**src/rtl/mrr_pkg.sv**
```systemverilog
package mrr_pkg;

  typedef enum logic [2:0] {
    M_FETCH          = 3'd0,
    M_MOVE           = 3'd1,
    M_MOVE_SET       = 3'd2,
    M_FETCH_SEND     = 3'd3,
    M_MOVE_SEND      = 3'd4,
    M_FETCH_SET      = 3'd5,
    M_MOVE_SET_PSEND = 3'd6,
    M_MOVE_SET_SSEND = 3'd7
  } mode_e;

  typedef enum logic [1:0] {
    SD_RESULT = 2'd0,
    SD_PARAM  = 2'd1,
    SD_STEP   = 2'd2
  } send_sel_e;

  typedef struct packed {
    logic      wr_param;
    logic      fetch;
    logic      set_m;
    logic      send;
    send_sel_e sel;
  } ctrl_t;

endpackage

```
**src/rtl/mrr_decode.sv**
```systemverilog
module mrr_decode
  import mrr_pkg::*;
(
  input  logic [2:0] mode_i,
  output ctrl_t      ctrl_o
);

  always_comb begin
    ctrl_o = '{wr_param: 1'b0, fetch: 1'b0, set_m: 1'b0, send: 1'b0, sel: SD_RESULT};
    unique case (mode_e'(mode_i))
      M_FETCH: begin
        ctrl_o.wr_param = 1'b1;
        ctrl_o.fetch    = 1'b1;
      end
      M_MOVE: ;
      M_MOVE_SET: ctrl_o.set_m = 1'b1;
      M_FETCH_SEND: begin
        ctrl_o.wr_param = 1'b1;
        ctrl_o.fetch    = 1'b1;
        ctrl_o.send     = 1'b1;
      end
      M_MOVE_SEND: ctrl_o.send = 1'b1;
      M_FETCH_SET: begin
        ctrl_o.wr_param = 1'b1;
        ctrl_o.fetch    = 1'b1;
        ctrl_o.set_m    = 1'b1;
      end
      M_MOVE_SET_PSEND: begin
        ctrl_o.fetch = 1'b1;
        ctrl_o.set_m = 1'b1;
        ctrl_o.send  = 1'b1;
        ctrl_o.sel   = SD_PARAM;
      end
      M_MOVE_SET_SSEND: begin
        ctrl_o.set_m = 1'b1;
        ctrl_o.send  = 1'b1;
        ctrl_o.sel   = SD_STEP;
      end
      default: ;
    endcase
  end

endmodule

```
**src/rtl/mrr_regfile.sv**
```systemverilog
module mrr_regfile #(
  parameter int unsigned NREG = 8,
  parameter int unsigned DW   = 32,
  localparam int unsigned RW  = $clog2(NREG)
) (
  input  logic          clk_i,
  input  logic          rst_ni,
  input  logic          clear_i,
  input  logic [DW-1:0] init_r1_i,
  input  logic          we_i,
  input  logic [RW-1:0] waddr_i,
  input  logic [DW-1:0] wdata_i,
  input  logic [RW-1:0] ra_a_i,
  output logic [DW-1:0] rd_a_o,
  input  logic [RW-1:0] ra_b_i,
  output logic [DW-1:0] rd_b_o
);

  logic [DW-1:0] regs_q [NREG];

  for (genvar i = 0; i < NREG; i++) begin : g_reg
    if (i == 0) begin : g_zero
      assign regs_q[i] = '0;
    end else begin : g_store
      always_ff @(posedge clk_i or negedge rst_ni) begin
        if (!rst_ni) begin
          regs_q[i] <= '0;
        end else if (clear_i) begin
          regs_q[i] <= (i == 1) ? init_r1_i : '0;
        end else if (we_i && (waddr_i == RW'(i))) begin
          regs_q[i] <= wdata_i;
        end
      end
    end
  end

  assign rd_a_o = regs_q[ra_a_i];
  assign rd_b_o = regs_q[ra_b_i];

endmodule

```
**src/rtl/mrr_method.sv**
```systemverilog
module mrr_method #(
  parameter int unsigned DW   = 32,
  parameter int unsigned AW   = 12,
  parameter int unsigned IW   = 6,
  parameter int unsigned ILSB = 12
) (
  input  logic          clk_i,
  input  logic          rst_ni,
  input  logic          clear_i,
  input  logic          fire_i,
  input  logic          set_i,
  input  logic          send_i,
  input  logic [DW-1:0] result_i,
  input  logic [DW-1:0] sdata_i,
  output logic          emit_valid_o,
  output logic [AW-1:0] emit_addr_o,
  output logic [DW-1:0] emit_data_o
);

  logic [AW-1:0] addr_q, eff_addr;
  logic [IW-1:0] step_q, eff_step;

  // a reload takes effect before the emit in the same instruction
  assign eff_addr = set_i ? result_i[AW-1:0]   : addr_q;
  assign eff_step = set_i ? result_i[ILSB+:IW] : step_q;

  always_ff @(posedge clk_i or negedge rst_ni) begin
    if (!rst_ni) begin
      addr_q       <= '0;
      step_q       <= '0;
      emit_valid_o <= 1'b0;
      emit_addr_o  <= '0;
      emit_data_o  <= '0;
    end else if (clear_i) begin
      addr_q       <= '0;
      step_q       <= '0;
      emit_valid_o <= 1'b0;
    end else begin
      emit_valid_o <= fire_i && send_i;
      if (fire_i && (set_i || send_i)) begin
        addr_q <= send_i ? eff_addr + AW'(eff_step) : eff_addr;
        step_q <= eff_step;
      end
      if (fire_i && send_i) begin
        emit_addr_o <= eff_addr;
        emit_data_o <= sdata_i;
      end
    end
  end

endmodule

```
**src/rtl/macro_result_router.sv**
```systemverilog
module macro_result_router
  import mrr_pkg::*;
#(
  parameter int unsigned NREG = 8,
  parameter int unsigned DW   = 32,
  parameter int unsigned AW   = 12,
  parameter int unsigned IW   = 6,
  parameter int unsigned ILSB = 12,
  localparam int unsigned RW  = $clog2(NREG)
) (
  input  logic          clk_i,
  input  logic          rst_ni,
  input  logic          start_i,
  input  logic [DW-1:0] first_prm_i,
  input  logic          op_valid_i,
  output logic          op_ready_o,
  input  logic [2:0]    op_mode_i,
  input  logic [RW-1:0] op_dst_i,
  input  logic [DW-1:0] op_result_i,
  input  logic [RW-1:0] rd_a_idx_i,
  output logic [DW-1:0] rd_a_data_o,
  input  logic [RW-1:0] rd_b_idx_i,
  output logic [DW-1:0] rd_b_data_o,
  input  logic          prm_valid_i,
  output logic          prm_ready_o,
  input  logic [DW-1:0] prm_data_i,
  input  logic          end_i,
  output logic          leftover_o,
  output logic          mth_valid_o,
  output logic [AW-1:0] mth_addr_o,
  output logic [DW-1:0] mth_data_o
);

  ctrl_t         ctrl;
  logic          fire;
  logic [DW-1:0] wdata, sdata;

  mrr_decode u_dec (
    .mode_i (op_mode_i),
    .ctrl_o (ctrl)
  );

  assign op_ready_o  = !start_i && (!ctrl.fetch || prm_valid_i);
  assign prm_ready_o = !start_i && op_valid_i && ctrl.fetch;
  assign fire        = op_valid_i && op_ready_o;

  assign wdata = ctrl.wr_param ? prm_data_i : op_result_i;

  always_comb begin
    unique case (ctrl.sel)
      SD_PARAM: sdata = prm_data_i;
      SD_STEP:  sdata = DW'(op_result_i[ILSB+:IW]);
      default:  sdata = op_result_i;
    endcase
  end

  mrr_regfile #(.NREG(NREG), .DW(DW)) u_rf (
    .clk_i     (clk_i),
    .rst_ni    (rst_ni),
    .clear_i   (start_i),
    .init_r1_i (first_prm_i),
    .we_i      (fire),
    .waddr_i   (op_dst_i),
    .wdata_i   (wdata),
    .ra_a_i    (rd_a_idx_i),
    .rd_a_o    (rd_a_data_o),
    .ra_b_i    (rd_b_idx_i),
    .rd_b_o    (rd_b_data_o)
  );

  mrr_method #(.DW(DW), .AW(AW), .IW(IW), .ILSB(ILSB)) u_mth (
    .clk_i        (clk_i),
    .rst_ni       (rst_ni),
    .clear_i      (start_i),
    .fire_i       (fire),
    .set_i        (ctrl.set_m),
    .send_i       (ctrl.send),
    .result_i     (op_result_i),
    .sdata_i      (sdata),
    .emit_valid_o (mth_valid_o),
    .emit_addr_o  (mth_addr_o),
    .emit_data_o  (mth_data_o)
  );

  always_ff @(posedge clk_i or negedge rst_ni) begin
    if (!rst_ni) leftover_o <= 1'b0;
    else         leftover_o <= end_i && prm_valid_i;
  end

endmodule

```
**config.mk**
```make
export PLATFORM = sky130hd
export DESIGN_NAME = macro_result_router
export DESIGN_NICKNAME = d
export VERILOG_FILES = /design/src/rtl/mrr_pkg.sv /design/src/rtl/mrr_decode.sv /design/src/rtl/mrr_regfile.sv /design/src/rtl/mrr_method.sv /design/src/rtl/macro_result_router.sv
export SDC_FILE = /design/constraint.sdc
export NUM_CORES = 1
export LEC_CHECK = 0
export ABC_AREA = 1
export BUFFER_PORTS_ARGS = -buffer_cell sky130_fd_sc_hd__clkbuf_2
export CAP_MARGIN = 20
export CORE_MARGIN = 3
export CORE_UTILIZATION = 50
export CTS_BUF_LIST = sky130_fd_sc_hd__clkbuf_8
export DETAILED_ROUTE_END_ITERATION = 10
export PLACE_DENSITY_LB_ADDON = 0.25
export SETUP_SLACK_MARGIN = 0.02
export SKIP_CTS_REPAIR_TIMING = 1
export SLEW_MARGIN = 25
export SYNTH_ARGS = -nofsm -noshare
export SYNTH_HDL_FRONTEND = slang
export SYNTH_SLANG_ARGS = --single-unit
```
**constraint.sdc**
```tcl
create_clock -name clk_i -period 6.2 [get_ports clk_i]
set_clock_uncertainty 0.15 [all_clocks]
set_input_delay 1.86 -clock clk_i [delete_from_list [all_inputs] [get_ports clk_i]]
set_output_delay 1.86 -clock clk_i [all_outputs]
set_load 0.01 [all_outputs]
```
==> results.ini <==
[outcome]
status=complete, no violations

[power]
p_sw_share_pct=32.5
p_leak_nw=9.19
p_per_area_nw_per_um2=279
clkPwrFrac_pct=36.0
switchingPower_mw=1.68
power_frac_comb_pct=21.5
internal_power_mw=3.49
pwr-share-seq_pct=42.5
ir_drop_mv=0.206

[timing]
fin_crit_sh_pct=89.6
maxSlewHeadroom_pct=34.6
setup_tns_ns=0
rsz0062_at_grt=no
setup_viol=0
min_period_ns=5.56
setup_ws_ns=0.643
finalMaxSlewViolations=0
worst_pin_slew_ns=0.977
hold_viol=0
fmax_mhz=180

[worst_setup_path]
critPathKind=input port to output port
startpoint_type=input port
crit_end=rd_b_data_o[14]
crit_path_max_fanout=129
crit_path_start=rd_b_idx_i[0]
reg2reg_to=u_mth.addr_q[8]
reg2reg_depth=9
crit_top_cell=buf_4
crit_chain=buf_4 > buf_12 > nand2_1 > buf_4 > o21ai_0 > nor2_1 > a31oi_1 > clkbuf_2
crit_arrival_ns=3.55
end_kind=output port
reg2reg_slack_ns=3.93
r2r-start=u_mth.addr_q[3]
crit_required_ns=4.19
cpMaxStageDelayCell=buf_12
cpPeakStageDelay_ns=0.41

[layout]
layout.nets=2509
area_growth_pct=14.9
drive_gt1_share_pct=15.5
fin_cells=2829
postLayoutCoreUtil_pct=58.6
antenna_cells=0

[clock_network]
cts.sinks=288
ctsHtreeMaxLevel=2
cts_root_buf=clkbuf_8
clock_latency_ns=0.59
cts_buffers=50
clock_path_buffers=3
clk_pin_slew_ns=0.06
tritoncts=yes

[placed_design]
gp_congestion=0.949
pre_cts_ws_ns=0.688
dpl.cell_count=2737
hpwlAfterDp_um=35800
io_buffers=225

[synthesis]
syn-num-nets=2360
netlist_top_cells_area=dfrtp_1, o21ai_0, nand2_1, a21oi_1, inv_1
synthArstFlopShare_pct=100
yosysSeqAreaShare_pct=44.7
yosysTopAreaCell=dfrtp_1
synth_flop_cell=dfrtp_1
synth_cell_types=37
syn_area_per_cell_um2=7.20
yosys_register_bits=288
yosys_warnings=0
syn_area_um2=16100
synth_edf_count=0
netlist.area_leader.share_pct=44.7
synth_cells=2238

[detailed_routing]
antenna_left=0
avgViaCountPerCell=5.97
drt_first_pass_iters=7
post-route-drc-count=0
dr_wl_met2_um=24800
drt_iter0_markers=1944
drt-met1-wl_um=23000
num_vias=16886
top_layer=met5
wl_met3_um=6630
wl_per_cell_um=20.0
wl_um=56600

[global_routing]
grt_overflow=0
grt_use_total_pct=32.5
antenna_found_initial=2
grt_max_degree=130
grt_pass1_vias=16081
grt_pass1_wl_um=88300

[hold_path]
holdCritStartpoint=u_mth.emit_addr_o[3]
min_path_type=register to register

[floorplan]
fp.dieW_um=186
die_h_um=186
dieArea_um2=34400
core_region_area_um2=31600
ios=226
rows=65
initial_core_util_pct=51.0

[run]
max-cap-violations=0

[cell usage in the layout, fill, tap and decap left out, types with 3 or more instances in the layout]
cell	synthesis	final
a211oi_1	4	4
a21oi_1	212	211
a22oi_1	18	18
a31oi_1	64	64
buf_12	0	5
buf_4	2	37
clkbuf_2	0	222
clkbuf_8	0	70
clkinv_2	0	6
dfrtp_1	288	288
ha_1	8	8
inv_1	200	213
inv_2	9	10
nand2_1	500	499
nand2_2	7	8
nand3_1	139	139
nand4_1	4	4
nor2_1	97	97
o211ai_1	10	10
o21a_1	3	3
o21ai_0	468	468
o21ai_1	14	14
or2_2	6	6
[worst min path at each step]
stage / end / slack [ns] / cells after the start
finish: u_mth.emit_addr_o[3] / 0.32 / 2
global route: u_rf.regs_q[199] / 0.35 / 2
CTS: u_mth.emit_addr_o[3] / 0.33 / 2
detailed placement: u_mth.emit_addr_o[3] / 0.31 / 2
global placement: u_mth.emit_data_o[18] / 0.30 / 2
floorplan: u_mth.addr_q[11] / 0.29 / 2
[sequential cells by signal, summed over array words and instances, names as in the netlist]
name / count
u_mth.emit_data_o: 32
u_rf.regs_q: 224
u_mth.addr_q: 12
u_mth.emit_valid_o: 1
u_mth.step_q: 6
u_mth.emit_addr_o: 12
leftover_o: 1
[layer usage]
layer	global-route usage [%]	vias to the layer above
met5	0	-
met4	12.5	4
met3	9.01	181
met2	50.5	958
met1	43.7	7973
li1	-	7770
[area by class of cell]
type / count / area (um2)
Clock buffer: 70 / 963
Inverter: 210 / 792
Timing Repair Buffer: 265 / 1500
Multi-Input combinational cell: 1572 / 7440
Tap cell: 402 / 503
Fill cell: 2986 / 13100
Clock inverter: 22 / 119
Sequential cell: 288 / 7210
[power by group through the flow]
stage / clock network, mW / logic (mW) / registers, mW
2_1_floorplan: 0 / 0.632 / 2.23
3_3_place_gp: 0 / 1.07 / 2.22
3_5_place_dp: 0 / 1.09 / 2.22
4_1_cts: 1.88 / 1.10 / 2.19
5_1_grt: 1.97 / 1.24 / 2.22
6_report: 1.86 / 1.11 / 2.20
[worst max-delay path: cells and delay by family]
kind	cells	cell delay (ns)
buf+inv	4	1.00
compound gates	2	0.49
simple gates	2	0.17
[synth_stat cells (2+ instances only)]
| library cell | n |
|---|---|
| buf_2 | 44 |
| nand2_2 | 7 |
| nor2_1 | 97 |
| o211ai_1 | 10 |
| o21a_1 | 3 |
| ha_1 | 8 |
| nand2_1 | 500 |
| or2_2 | 6 |
| buf_4 | 2 |
| nand3_1 | 139 |
| inv_1 | 200 |
| mux2_2 | 2 |
| dfrtp_1 | 288 |
| o21ai_1 | 14 |
| a22oi_1 | 18 |
| a21oi_1 | 212 |
| inv_2 | 9 |
| o21ai_0 | 468 |
| a31oi_1 | 64 |
| nor3_1 | 2 |
| nor2_2 | 2 |
| buf_1 | 18 |
| nand4_1 | 4 |
| clkbuf_1 | 104 |
| a221oi_1 | 2 |
| a211oi_1 | 4 |
[logic make-up after synthesis]
logic type / synth area share (%)
AO/OA/AOI/OAI: 25.9
XOR/XNOR: 0.0543
adder cells (fa/ha/maj): 0.621
buffers and inverters: 9.19
flip-flops: 44.7
multiplexers: 0.202
AND/OR/NAND/NOR: 19.3
[per-stage QoR]
| step | total power [mW] | area, um2 | hold slack, ns |
|---|---|---|---|
| 6_report | 5.17 | 18500 | 0.325 |
| 5_1_grt | 5.42 | 18500 | 0.346 |
| 4_1_cts | 5.17 | 18500 | 0.328 |
| 3_5_place_dp | 3.32 | 17400 | 0.311 |
| 3_3_place_gp | 3.29 | 17400 | 0.304 |
| 2_1_floorplan | 2.86 | 16100 | 0.294 |
Note: power is estimated with default switching activity, not from simulation.
